## src/rtl/exc_seq_pkg.sv

```systemverilog
package exc_seq_pkg;

  localparam int NSRC     = 6;
  localparam int IDX_HARD = 0;
  localparam int IDX_SOFT = 1;
  localparam int IDX_MCHK = 2;
  localparam int IDX_CSTP = 3;
  localparam int IDX_SMI  = 4;
  localparam int IDX_EXT  = 5;

  localparam logic [31:0] BASE_HIGH  = 32'hFFF0_0000;
  localparam logic [31:0] BASE_LOW   = 32'h0000_0000;
  localparam logic [31:0] OFS_RESET  = 32'h0000_0100;
  localparam logic [31:0] OFS_MCHK   = 32'h0000_0200;
  localparam logic [31:0] OFS_EXT    = 32'h0000_0500;
  localparam logic [31:0] OFS_SMI    = 32'h0000_1400;

  typedef enum logic [2:0] {
    EK_NONE,
    EK_SOFT,
    EK_MCHK,
    EK_SMI,
    EK_EXT
  } exc_kind_e;

  function automatic logic [31:0] kind_offset(input exc_kind_e k);
    case (k)
      EK_SOFT: kind_offset = OFS_RESET;
      EK_MCHK: kind_offset = OFS_MCHK;
      EK_SMI:  kind_offset = OFS_SMI;
      EK_EXT:  kind_offset = OFS_EXT;
      default: kind_offset = 32'h0;
    endcase
  endfunction

endpackage

```

## src/rtl/exc_sync2.sv

```systemverilog
module exc_sync2 #(
  parameter int W = 1
) (
  input  logic         clk,
  input  logic         rst_n,
  input  logic [W-1:0] d,
  output logic [W-1:0] q
);

  logic [W-1:0] meta_q;
  logic [W-1:0] sync_q;

  always_ff @(posedge clk or negedge rst_n) begin
    if (!rst_n) begin
      meta_q <= '0;
      sync_q <= '0;
    end else begin
      meta_q <= d;
      sync_q <= meta_q;
    end
  end

  assign q = sync_q;

endmodule

```

## src/rtl/exc_pulse_qual.sv

```systemverilog
module exc_pulse_qual #(
  parameter int LEN = 3
) (
  input  logic clk,
  input  logic rst_n,
  input  logic lvl,
  output logic hit
);

  localparam int W = $clog2(LEN + 1);
  localparam logic [W-1:0] CNT_MAX  = W'(LEN);
  localparam logic [W-1:0] CNT_LAST = W'(LEN - 1);

  logic [W-1:0] cnt_q;
  logic [W-1:0] cnt_d;

  // saturating count of consecutive high cycles
  always_comb begin
    cnt_d = cnt_q;
    if (!lvl) begin
      cnt_d = '0;
    end else if (cnt_q != CNT_MAX) begin
      cnt_d = cnt_q + 1'b1;
    end
  end

  always_ff @(posedge clk or negedge rst_n) begin
    if (!rst_n) begin
      cnt_q <= '0;
    end else begin
      cnt_q <= cnt_d;
    end
  end

  // single pulse on the LEN-th consecutive high cycle
  assign hit = lvl && (cnt_q == CNT_LAST);

endmodule

```

## src/rtl/exc_arbiter.sv

```systemverilog
module exc_arbiter
  import exc_seq_pkg::*;
(
  input  logic [NSRC-1:1] pend,
  input  logic            ee,
  input  logic            me,
  input  logic            stopped,
  output logic [NSRC-1:1] clr,
  output exc_kind_e       kind,
  output logic            go_stop
);

  always_comb begin
    clr     = '0;
    kind    = EK_NONE;
    go_stop = 1'b0;
    if (!stopped) begin
      if (pend[IDX_SOFT]) begin
        clr[IDX_SOFT] = 1'b1;
        kind          = EK_SOFT;
      end else if (pend[IDX_MCHK] || pend[IDX_CSTP]) begin
        clr[IDX_MCHK] = 1'b1;
        clr[IDX_CSTP] = 1'b1;
        if (me) begin
          kind = EK_MCHK;
        end else begin
          go_stop = 1'b1;
        end
      end else if (pend[IDX_SMI] && ee) begin
        clr[IDX_SMI] = 1'b1;
        kind         = EK_SMI;
      end else if (pend[IDX_EXT] && ee) begin
        clr[IDX_EXT] = 1'b1;
        kind         = EK_EXT;
      end
    end
  end

endmodule

```

## src/rtl/exc_seq_top.sv

```systemverilog
module exc_seq_top
  import exc_seq_pkg::*;
#(
  parameter int SRST_MIN_CYC = 2,
  parameter int MCHK_MIN_CYC = 1,
  parameter int CSTP_MIN_CYC = 1,
  parameter int SMI_MIN_CYC  = 3,
  parameter int EXT_MIN_CYC  = 3
) (
  input  logic        clk,
  input  logic        rst_n,
  input  logic        hreset_req,
  input  logic        sreset_req,
  input  logic        mchk_req,
  input  logic        cstop_req,
  input  logic        smi_req,
  input  logic        ext_req,
  input  logic        msr_wr,
  input  logic        msr_wr_ee,
  input  logic        msr_wr_me,
  input  logic        msr_wr_ip,
  output logic        vec_valid,
  output logic [31:0] vec_addr,
  output logic        save_state,
  output logic        msr_clear,
  output logic        drv_oe,
  output logic        cstop_out,
  output logic        msr_ee,
  output logic        msr_me,
  output logic        msr_ip
);

  // ---------------- reset release synchronizer
  logic [1:0] rst_sh_q;
  logic       rst_int_n;

  always_ff @(posedge clk or negedge rst_n) begin
    if (!rst_n) begin
      rst_sh_q <= 2'b00;
    end else begin
      rst_sh_q <= {rst_sh_q[0], 1'b1};
    end
  end
  assign rst_int_n = rst_sh_q[1];

  // ---------------- input synchronizers
  logic [NSRC-1:0] raw_req;
  logic [NSRC-1:0] sync_req;
  logic            hard_s;

  assign raw_req = {ext_req, smi_req, cstop_req, mchk_req, sreset_req, hreset_req};

  exc_sync2 #(.W(NSRC)) u_sync (
    .clk   (clk),
    .rst_n (rst_int_n),
    .d     (raw_req),
    .q     (sync_req)
  );

  assign hard_s = sync_req[IDX_HARD];

  // ---------------- per-source pulse width qualifiers
  logic [NSRC-1:1] hit;

  for (genvar g = 1; g < NSRC; g++) begin : g_qual
    localparam int LEN = (g == IDX_SOFT) ? SRST_MIN_CYC :
                         (g == IDX_MCHK) ? MCHK_MIN_CYC :
                         (g == IDX_CSTP) ? CSTP_MIN_CYC :
                         (g == IDX_SMI)  ? SMI_MIN_CYC  : EXT_MIN_CYC;
    exc_pulse_qual #(.LEN(LEN)) u_qual (
      .clk   (clk),
      .rst_n (rst_int_n),
      .lvl   (sync_req[g]),
      .hit   (hit[g])
    );
  end

  // ---------------- state
  logic [NSRC-1:1] pend_q, pend_d;
  logic            in_hrst_q, in_hrst_d;
  logic            ee_q, ee_d;
  logic            me_q, me_d;
  logic            ip_q, ip_d;
  logic            stop_q, stop_d;
  logic            oe_q, oe_d;
  logic            vv_q, vv_d;
  logic [31:0]     va_q, va_d;
  logic            sv_q, sv_d;
  logic            mc_q, mc_d;

  logic [NSRC-1:1] arb_clr;
  exc_kind_e       arb_kind;
  logic            arb_stop;

  exc_arbiter u_arb (
    .pend    (pend_q),
    .ee      (ee_q),
    .me      (me_q),
    .stopped (stop_q),
    .clr     (arb_clr),
    .kind    (arb_kind),
    .go_stop (arb_stop)
  );

  logic hard_busy;
  logic hard_done;
  assign hard_busy = hard_s | in_hrst_q;
  assign hard_done = in_hrst_q & ~hard_s;

  // ---------------- next state
  always_comb begin
    pend_d    = pend_q;
    in_hrst_d = hard_s;
    oe_d      = ~hard_s;
    ee_d      = ee_q;
    me_d      = me_q;
    ip_d      = ip_q;
    stop_d    = stop_q;
    vv_d      = 1'b0;
    va_d      = va_q;
    sv_d      = 1'b0;
    mc_d      = 1'b0;
    if (hard_busy) begin
      pend_d = '0;
      ee_d   = 1'b0;
      me_d   = 1'b0;
      ip_d   = 1'b1;
      stop_d = 1'b0;
      if (hard_done) begin
        vv_d = 1'b1;
        va_d = BASE_HIGH + OFS_RESET;
      end
    end else begin
      pend_d = (pend_q | hit) & ~arb_clr;
      if (msr_wr) begin
        ee_d = msr_wr_ee;
        me_d = msr_wr_me;
        ip_d = msr_wr_ip;
      end
      if (arb_stop) begin
        stop_d = 1'b1;
      end
      if (arb_kind != EK_NONE) begin
        vv_d = 1'b1;
        va_d = (ip_q ? BASE_HIGH : BASE_LOW) + kind_offset(arb_kind);
        sv_d = 1'b1;
        ee_d = 1'b0;
        if (arb_kind == EK_SOFT) begin
          mc_d = 1'b1;
          me_d = 1'b0;
        end
        if (arb_kind == EK_MCHK) begin
          me_d = 1'b0;
        end
      end
    end
  end

  // ---------------- registers
  always_ff @(posedge clk or negedge rst_int_n) begin
    if (!rst_int_n) begin
      pend_q    <= '0;
      in_hrst_q <= 1'b1;
      oe_q      <= 1'b0;
      ee_q      <= 1'b0;
      me_q      <= 1'b0;
      ip_q      <= 1'b1;
      stop_q    <= 1'b0;
      vv_q      <= 1'b0;
      va_q      <= '0;
      sv_q      <= 1'b0;
      mc_q      <= 1'b0;
    end else begin
      pend_q    <= pend_d;
      in_hrst_q <= in_hrst_d;
      oe_q      <= oe_d;
      ee_q      <= ee_d;
      me_q      <= me_d;
      ip_q      <= ip_d;
      stop_q    <= stop_d;
      vv_q      <= vv_d;
      va_q      <= va_d;
      sv_q      <= sv_d;
      mc_q      <= mc_d;
    end
  end

  assign vec_valid  = vv_q;
  assign vec_addr   = va_q;
  assign save_state = sv_q;
  assign msr_clear  = mc_q;
  assign drv_oe     = oe_q;
  assign cstop_out  = stop_q;
  assign msr_ee     = ee_q;
  assign msr_me     = me_q;
  assign msr_ip     = ip_q;

endmodule

```

## config.mk

```make
export PLATFORM = sky130hd
export DESIGN_NAME = exc_seq_top
export DESIGN_NICKNAME = d
export VERILOG_FILES = /design/src/rtl/exc_seq_pkg.sv /design/src/rtl/exc_sync2.sv /design/src/rtl/exc_pulse_qual.sv /design/src/rtl/exc_arbiter.sv /design/src/rtl/exc_seq_top.sv
export SDC_FILE = /design/constraint.sdc
export NUM_CORES = 1
export LEC_CHECK = 0
export ABC_AREA = 1
export BUFFER_PORTS_ARGS = -buffer_cell sky130_fd_sc_hd__buf_4
export CORE_ASPECT_RATIO = 0.7
export CORE_MARGIN = 3
export CORE_UTILIZATION = 51
export CTS_BUF_LIST = sky130_fd_sc_hd__clkbuf_16
export DETAILED_ROUTE_END_ITERATION = 16
export GPL_TIMING_DRIVEN = 0
export PLACE_DENSITY = 0.78
export SLEW_MARGIN = 15
export SYNTH_ARGS = -nofsm -noshare
export SYNTH_HDL_FRONTEND = slang
export SYNTH_HIERARCHICAL = 1
export SYNTH_SLANG_ARGS = --single-unit
```

## constraint.sdc

```tcl
create_clock -name clk -period 1.5 [get_ports clk]
set_clock_uncertainty 0.1 [all_clocks]
set_input_delay 0.45 -clock clk [delete_from_list [all_inputs] [get_ports clk]]
set_output_delay 0.45 -clock clk [all_outputs]
set_load 0.005 [all_outputs]
```

==> key figures, run 1 <==
Setup path
  – Critical R2R Launch: msr_ee
  – Crit end category: register
  – Arr. time, crit path: 1.69 ns
  – Crit path from: msr_ee
  – Crit start category: register
  – Critical path class: register to register
  – WP data required: 1.56 ns
  – Crit Path Max Fanout: 6

Yosys
  – Adder-cell share of the synthesized area: approximately 4%
  – Distinct cells, synth: 19
  – Syn Inst Count: around 200
  – Area share of and/or/nand/nor cells after synthesis: 20.5%
  – Synth Area in Compound Gates: under 10%
  – Register area share after synthesis: between 50% and 60%
  – Synth warn: 6
  – Synthesized area per cell: 9.42 um2
  – Largest family of logic cells by synthesized area: simple AND/OR/NAND/NOR gates
  – Mux share of post-synthesis cell area: 0%
  – Post-Synth XOR/XNOR Area: 0%
  – Seq cells post-synth: between 40 and 50
  – Syn Std Cell Area: between 1500 and 2000 um2

Global routing
  – First-pass GRT wire length: 6130 um
  – M3 GR Usage: ~4.6%
  – Vias in the first global route: approximately 1.3k
  – Initial antenna violation count: 0
  – Global-route met1 utilization: 22.8%
  – Met2 usage: between 20 and 30%
  – Most Used Layer, Global Route: met2
  – Largest net degree at the start of global routing: 28
  – Remaining Overflow, GRT: 0
  – Global Route Usage Sum: around 18%

Layout
  – Commonest non-fill, non-tap cells in the layout: 46 x buf_4, 36 x dfrtp_1, 29 x buf_6
  – Register area: about 1000 um2
  – Most common cell after layout, fill and taps aside: buf_4
  – Post-Layout Cell Count: roughly 320
  – # fillers: just under 200
  – Fin area: about 2700 um2
  – Share of layout cells above drive strength 1: 43.5%
  – Area used by multi-input combinational logic: between 600 and 700 um2
  – Final net count: ~290
  – Antenna diode count: 0
  – Synth-to-layout area growth: 43.1%

Clock tree
  – CTS Buf Count: 5
  – Clock slew at reported path FFs: 0.06 ns
  – CTS max path bufs: 2
  – CTS sink cnt: 41
  – Clock Latency Late Sink: approximately 0.28 ns
  – CTS tree: built
  – H-tree depth: 2
  – Root buffer cell: clkbuf_16

Timing
  – Fin crit period: 1.63 ns
  – Slew Limit Fails: 0
  – Final setup viols: 19
  – RSZ-0062 raised after global routing: true
  – Hold Vio Cnt, Final: 0
  – Setup TNS: -1.80 ns
  – Setup ws final: -0.126 ns
  – Crit share post-route: 108%
  – Peak Freq: between 600 and 700 MHz

Placement
  – IO buf count: 35
  – Placed cells: 299
  – Placed cell area: between 2000 and 2500 um2
  – Placer Congestion: ~0.74
  – Detailed placement HPWL: 2360 um

Power and ir drop
  – Peak VDD IR: a little under 0.8 mV
  – Leak Pwr: approximately 1.5 nW
  – Tot Pwr: roughly 3.0 mW
  – PD cells: roughly 1100 nW/um2

Floorplan
  – Ports: 52
  – DIE AREA: between 4000 and 5000 um2
  – Core Region: 3340 um2
  – Initial core utilization: 56.7%
  – Die span in y: between 50 and 60 um
  – Chip Width: 78.8 um
  – Row count: 17

Routing
  – TritonRoute pass-1 iters: 4
  – Routed length per instance: 13.3 um
  – Via density: roughly 4.6
  – Routed via count: between 1k and 1.5k
  – DRT iter0 DRCs: approximately 110
  – DRC Markers: 0
  – WL final: approximately 4200 um
  – DRT antenna net count: 0

Status
  – Failing checks: setup timing
  – Outcome: finished, violations left

Min path
  – Hold Path Class: register to asynchronous set/reset pin

Job
  – Maxcap violations: 0
-- cells by family (layout without fill, tap and decap cells) --
| logic type | after synthesis | in the layout |
|---|---|---|
| AND/OR/NAND/NOR | 82 | 82 |
| buffers and inverters | 60 | 115 |
| flip-flops | 41 | 41 |
| AO/OA/AOI/OAI | 10 | 10 |
| adder cells (fa/ha/maj) | 6 | 6 |
| other | 2 | 17 |
-- Yosys cell counts --
cell type,count,area [um2]
buf_4,29,218
buf_6,1,11.3
conb_1,2,7.51
dfrtp_1,39,976
dfstp_2,2,52.6
ha_1,6,75.1
inv_1,29,109
inv_2,1,3.75
nand2_1,34,128
nand2_2,4,25.0
nand3_1,20,100
nand3_2,1,10.0
nor2_1,13,48.8
nor2_2,4,25.0
nor2_4,2,22.5
nor3_1,2,10.0
nor3_2,2,20.0
o211ai_1,1,7.51
o21ai_0,9,45.0
-- per-layer routing --
metal / up-vias / routed length, um
met5: - / 0
met4: 0 / 89
met3: 11 / 185
met2: 35 / 2200
met1: 692 / 1740
li1: 709 / -
-- sequential cells by signal, summed over array words and instances, names as in the netlist --
signal	flops
cstop_out	1
drv_oe	1
g_qual.u_qual/cnt_q	8
in_hrst_q	1
msr_clear	1
msr_ee	1
msr_ip	1
msr_me	1
pend_q	5
rst_sh_q	2
save_state	1
u_sync/meta_q	6
u_sync/q	6
vec_addr	5
vec_valid	1
-- worst max-delay path, stage by stage, from the launching register on --
cell     delay, ns
dfrtp_1       0.42
nand2_1       0.12
nor2_2        0.14
nand2_1       0.09
o21ai_2       0.17
nor2_4        0.10
nand3_4       0.12
nand2_4       0.09
nand2_1       0.09
nand2_1       0.06
-- path summary, 6_finish.rpt --
kind | endpoint | slack [ns] | cells after the start
min in group clk | u_sync/meta_q[1] | 0.17 | 1
max in group asynchronous | in_hrst_q | 0.75 | 1
setup / recovery | vec_addr[9] | -0.13 | 9
setup reg to reg | vec_addr[9] | -0.13 | 9
hold reg to reg | u_sync/meta_q[5] | 0.05 | 0
hold / removal | u_sync/meta_q[5] | 0.05 | 0
-- cell type report --
cell class | instances | area share, %
multi-input cells | 115 | 24.4
clock buffers | 5 | 4.62
flip-flops and latches | 41 | 38.1
well taps | 47 | 2.17
clock inverters | 3 | 0.508
repair buffers | 47 | 15.8
plain buffers | 30 | 10.1
inverters | 30 | 4.34
-- repair_timing --
| action | 4_1_cts | 5_1_grt |
|---|---|---|
| endpoints found under the hold margin | 2 | 0 |
| hold buffers | 1 | 0 |
| pin swaps | 4 | 8 |
| gates resized for setup | 35 | 23 |
| buffers inserted | 7 | 3 |
| endpoints found under the setup margin | 21 | 20 |
-- where the power goes --
part | internal [mW] | switching, mW | total (mW)
logic | 0.390 | 0.302 | 0.691
registers | 1.20 | 0.0773 | 1.28
clock network | 0.603 | 0.397 | 1.00
total | 2.19 | 0.776 | 2.97
-- through the flow --
stage	hold WS [ns]	setup WS (ns)	util, %
finish	0.0518	-0.126	81.2
global route	0.0714	-0.224	81.2
CTS	0.0593	-0.109	78.1
detailed placement	0.0594	-0.118	68.7
global placement	0.133	-0.217	68.0
floorplan	0.0544	0.0739	-
(Power assumes the default switching activity.)
==> inputs of run 2 (changes only) <==
==> constraint.sdc (replaced) <==
create_clock -name clk -period 1.5 [get_ports clk]
set_clock_uncertainty 0.1 [all_clocks]
set_input_delay 0.075 -clock clk [delete_from_list [all_inputs] [get_ports clk]]
set_output_delay 0.075 -clock clk [all_outputs]
set_load 0.005 [all_outputs]
==> run 2 against run 1 <==
  * The flow still finishes with violations (setup timing)
  * Die area unchanged
  * First-iteration DRC count decreased by 16%
  * Clock power barely moved
  * Core utilization shrank 1.2 points
  * Register-to-register slack improved by 0.08 ns
  * Cell area down 1.5%
  * Clock-buffer cell count unchanged
  * Critical path type unchanged
  * Largest cell class unchanged
==> key figures, run 2 (same netlist as run 1, synthesis figures left out) <==
Timing
  – Crit share post-route: 103%
  – Slew Limit Fails: 0
  – RSZ-0062 raised after global routing: true
  – Final setup viols: 4
  – Worst hold slack: roughly 0.012 ns
  – Setup ws final: -0.0468 ns
  – Fin crit period: about 1.5 ns
  – Peak Freq: 647 MHz
  – Hold Vio Cnt, Final: 0

Global routing
  – First-pass GRT wire length: a little under 6000 um
  – Vias in the first global route: between 1k and 1.5k
  – Remaining Overflow, GRT: 0
  – Global Route Usage Sum: between 15 and 20%
  – Initial antenna violation count: 0
  – Largest net degree at the start of global routing: 28

Placement
  – Placed cell area: 2290 um2
  – IO buf count: 35
  – Placer Congestion: about 0.74
  – Detailed placement HPWL: between 2000 and 2500 um
  – Placed cells: 299

Setup path
  – Crit start category: register
  – WP data required: ~1.6 ns
  – CP max stage cell: dfrtp_1
  – Critical path class: register to register
  – Cells along the critical path: nor2_4 > nand3_1 > nand2_4 > buf_4 > inv_1 > nand3_1 > nand2_1 > nand2_1 > nand2_1
  – Crit Path Max Fanout: 6
  – CP max stage delay: 0.41 ns
  – Crit end category: register
  – Most frequent CP cell: nand2_1
  – Arr. time, crit path: approximately 1.6 ns

Layout
  – Largest Register: g_qual.u_qual/cnt_q
  – Max reg flops: 8
  – Fin util: 80.0%
  – Antenna diode count: 0
  – Final net count: 295
  – Share of layout cells above drive strength 1: 40.3%
  – Fin area: roughly 2700 um2
  – Synth-to-layout area growth: 41.0%
  – Most common cell after layout, fill and taps aside: buf_4
  – Commonest non-fill, non-tap cells in the layout: 72 x buf_4, 37 x dfrtp_1, 28 x inv_1, 28 x nand2_1, 19 x nand3_1
  – Post-Layout Cell Count: 325

Min path
  – Hold Path Class: primary input to asynchronous set/reset pin

Floorplan
  – Initial core utilization: 56.7%
  – Core Region: around 3300 um2
  – Die span in y: roughly 57 um
  – Row count: 17
  – Chip Width: between 70 and 80 um
  – DIE AREA: around 4500 um2
  – Ports: between 50 and 60

Clock tree
  – Clock slew at reported path FFs: about 0.050 ns
  – H-tree depth: 2
  – CTS sink cnt: about 40
  – CTS Buf Count: 5
  – Clock Latency Late Sink: about 0.28 ns
  – CTS tree: built
  – CTS max path bufs: 2
  – Root buffer cell: clkbuf_16

Power and ir drop
  – Internal: about 2.1 mW
  – Leak Pwr: 1.51 nW
  – PD cells: 1060 nW/um2
  – Switching share of power: around a quarter
  – Flop pwr share: 45.1%
  – Net Switching: 0.728 mW
  – Clock power frac: 35.0%
  – Comb power frac: around a fifth
  – Peak VDD IR: 0.781 mV

Routing
  – TritonRoute pass-1 iters: 4
  – DRT iter0 DRCs: 94
  – Routed length per instance: 11.5 um
  – Via density: 4.36
  – Routed via count: about 1.4k
  – WL final: roughly 3700 um
  – DRC Markers: 0
  – DRT antenna net count: 0

Status
  – Outcome: finished, violations left
  – Failing checks: setup timing

Job
  – Maxcap violations: 0
[run 2: cell types whose count changed in the layout (fill, tap and decap cells not counted), moves of 2 or more]
cell	previous run	this run
buf_4	46	72
buf_6	29	2
nand3_2	2	0
dlygate4sd3_1	1	9
[run 2: area by class of cell]
type,count,area (um2)
flip-flops and latches,41,1030
fillers,207,669
clock inverters,3,13.8
inverters,30,115
plain buffers,30,233
multi-input cells,115,653
well taps,47,58.8
clock buffers,5,125
repair buffers,54,440
[run 2: path summary, 6_finish.rpt]
path,start,to,slack (ns),cells past startpoint
min,rst_n,rst_sh_q[0],0.01,2
max in group asynchronous,rst_sh_q[1],in_hrst_q,0.75,1
min in group clk,msr_wr_ee,msr_ee,0.06,3
min reg2reg,rst_sh_q[1],u_sync/meta_q[1],0.05,0
max reg2reg,pend_q[3],vec_addr[8],-0.05,9
max,pend_q[3],vec_addr[8],-0.05,9
[run 2: worst max-delay path: cells and delay by family (launching register included)]
family	cells	cell delay, ns
buffers and inverters	2	0.16
flip-flops	1	0.41
AND/OR/NAND/NOR	7	0.78
[run 2: repair_timing]
item                                    in CTS  in global routing
cloned                                       0                  0
buffers inserted                             6                  3
gates resized for setup                      6                 16
endpoints found under the setup margin       9                  8
hold buffers                                 9                  0
pin swaps                                    4                  6
endpoints found under the hold margin        9                  0
[run 2: per-layer routing]
metal | vias to the layer above | share of wire, % | track usage (%)
li1 | 726 | - | -
met1 | 643 | 41 | 22.1
met2 | 36 | 51 | 27.7
met3 | 12 | 5.5 | 4.26
met4 | 0 | 2.6 | 6.62
met5 | - | 0 | 0
[run 2: metrics by stage]
stage	power, mW	setup TNS [ns]	setup slack (ns)
after floorplan	1.61	0	0.0739
after global placement	1.78	-8.39	-0.217
after detailed placement	1.81	-0.609	-0.118
after CTS	2.84	0	0.00584
after global routing	3.00	-0.716	-0.134
final	2.84	-0.140	-0.0468
[run 2: power groups by stage]
stage                     Combinational, mW  Sequential, mW  Clock [mW]
final                                 0.564            1.28       0.995
after global routing                  0.632            1.30        1.07
after CTS                             0.542            1.28        1.02
after detailed placement              0.507            1.30           0
after global placement                0.471            1.31           0
after floorplan                       0.314            1.29           0
==> inputs of run 3 (changes only) <==
- CORE_MARGIN: 3 -> 8
- RECOVER_POWER: unset -> 100
==> run 3 against run 2 <==
  * The run still ends with setup timing left
  * Power increased by 0.44%
  * Via count is 0.28% lower
  * Core utilization decreased by 4.4 points
  * Sequential power barely moved
  * Maximum frequency increased by 1.9%
  * Sequential cell count did not move
  * Setup slack better by 0.029 ns
  * Clock power about the same
  * Register-to-register slack better by 0.03 ns
  * Global-route usage is 4.0 points lower
  * Sequential share of layout area barely moved
  * First-iteration DRC count is 57% lower
  * Critical endpoint unchanged
  * Highest routed layer unchanged
==> key figures, run 3 (same netlist as run 1, synthesis figures left out) <==
Status
  – Outcome: finished, violations left
  – Failing checks: setup timing

Power and ir drop
  – Leak Pwr: roughly 1.5 nW
  – Peak VDD IR: approximately 0.92 mV
  – Comb power frac: 19.9%
  – Internal: ~2.1 mW
  – Clock power frac: roughly a third
  – PD cells: around 1100 nW/um2
  – Flop pwr share: 44.8%
  – Net Switching: between 0.7 and 0.8 mW
  – Switching share of power: roughly 26%

Global routing
  – Vias in the first global route: 1363
  – First-pass GRT wire length: a little under 6000 um
  – Remaining Overflow, GRT: 0
  – Initial antenna violation count: 0
  – Global Route Usage Sum: roughly 13%
  – Largest net degree at the start of global routing: 27

Placement
  – Placement Setup Slack: -0.0989 ns
  – IO buf count: 35
  – Detailed placement HPWL: about 2600 um
  – Placer Congestion: ~0.74

Layout
  – Share of layout cells above drive strength 1: 41.2%
  – Synth-to-layout area growth: 41.0%
  – Antenna diode count: 0
  – Max reg flops: 8
  – Largest Register: g_qual.u_qual/cnt_q
  – Final net count: 294
  – Commonest non-fill, non-tap cells in the layout: 56 x buf_4, 38 x dfrtp_1, 27 x inv_1
  – Most common cell after layout, fill and taps aside: buf_4
  – # fillers: between 200 and 250

Floorplan
  – Die span in y: roughly 67 um
  – Chip Width: around 89 um
  – Core Region: 3540 um2
  – DIE AREA: 5950 um2
  – Ports: 52
  – Row count: 18
  – Initial core utilization: 53.6%

Routing
  – WL final: 3850 um
  – Via density: approximately 4.3
  – Routed via count: about 1.4k
  – Routed length per instance: around 12 um
  – DRT antenna net count: 0
  – DRC Markers: 0
  – DRT iter0 DRCs: 40
  – TritonRoute pass-1 iters: 4

Timing
  – Crit share post-route: 101%
  – Peak Freq: about 660 MHz
  – Slew Limit Fails: 0
  – Setup TNS: -0.0193 ns
  – RSZ-0062 raised after global routing: true
  – Setup ws final: -0.0178 ns
  – Final setup viols: 2
  – Worst-Margin Slew: ~0.56 ns
  – Hold Vio Cnt, Final: 0
  – Fin crit period: approximately 1.5 ns
  – Relative slew slack: 62.7%

Job
  – Maxcap violations: 0

Clock tree
  – CTS tree: built
  – Root buffer cell: clkbuf_16
  – Clock Latency Late Sink: ~0.28 ns
  – CTS Buf Count: 5
  – H-tree depth: 2
  – Clock slew at reported path FFs: about 0.06 ns
  – CTS sink cnt: just over 40
  – CTS max path bufs: 2

Setup path
  – Crit start category: register
  – WP data required: around 1.6 ns
  – Arr. time, crit path: 1.59 ns
  – Worst R2R Path Depth: 9
  – Critical path class: register to register
  – Crit Path Max Fanout: 5
  – Crit end category: register

Min path
  – Hold Path Class: primary input to asynchronous set/reset pin
## run 3: repair_timing
action	in CTS	in global routing
gates cloned	0	0
hold buffers	9	0
endpoints found under the setup margin	7	7
buffers inserted	3	5
pin swaps	4	9
endpoints found under the hold margin	9	0
resized for setup	5	23
## run 3: power by group through the flow
| stage | Sequential [mW] | Combinational [mW] | Clock, mW |
|---|---|---|---|
| floorplan | 1.29 | 0.314 | 0 |
| global placement | 1.31 | 0.477 | 0 |
| detailed placement | 1.30 | 0.513 | 0 |
| CTS | 1.28 | 0.545 | 1.03 |
| global route | 1.29 | 0.641 | 1.08 |
| finish | 1.28 | 0.569 | 1.01 |
## run 3: final cells by class
class	instances	area [um2]	area share (%)
tap	50	62.6	2.34
inverter	30	115	4.31
buffer	30	233	8.72
multi-input combinational	115	669	25.1
sequential	41	1030	38.6
timing repair buffer	53	418	15.7
clock inverter	3	17.5	0.656
clock buffer	5	125	4.69
## run 3: layer usage
layer / wire length (um) / global-route usage (%) / vias to the layer above / share of wire [%]
li1: - / - / 719 / -
met1: 1470 / 13.7 / 664 / 38
met2: 2160 / 22.9 / 25 / 56
met4: 31 / 5.66 / 0 / 0.80
met3: 190 / 4.55 / 5 / 4.9
met5: 0 / 0 / - / 0
## run 3: through the flow
step                      area, um2  std cells  hold slack [ns]  utilization [%]  power [mW]
after floorplan                1950        216           -0.321                -        1.61
final                          2670        327         0.000514             75.5        2.85
after CTS                      2570        322          0.00423             72.6        2.85
after detailed placement       2300        302           -0.241             65.0        1.81
after global placement         2280        301           -0.242             64.4        1.78
after global routing           2670        327           0.0123             75.5        3.02
## run 3: path summary, 6_finish.rpt
check | startpoint | endpoint | slack (ns)
min in group clk | msr_wr_ee | msr_ee | 0.09
worst max register to register | pend_q[3] | vec_addr[8] | -0.02
max in group asynchronous | rst_sh_q[1] | cstop_out | 0.25
worst min-delay path | rst_n | rst_sh_q[0] | 0.0005
worst min register to register | rst_sh_q[1] | u_sync/q[3] | 0.10
worst max-delay path | pend_q[3] | vec_addr[8] | -0.02
## run 3: worst max-delay path, stage by stage, from the launching register on
cell and delay, ns:
dfrtp_1 0.40, nor2_4 0.20, buf_6 0.14, nand3_4 0.09, nand2_4 0.11, nor2_4 0.06, nand3_4 0.10, nand2_4 0.08
nand2_1 0.08, nand2_2 0.05
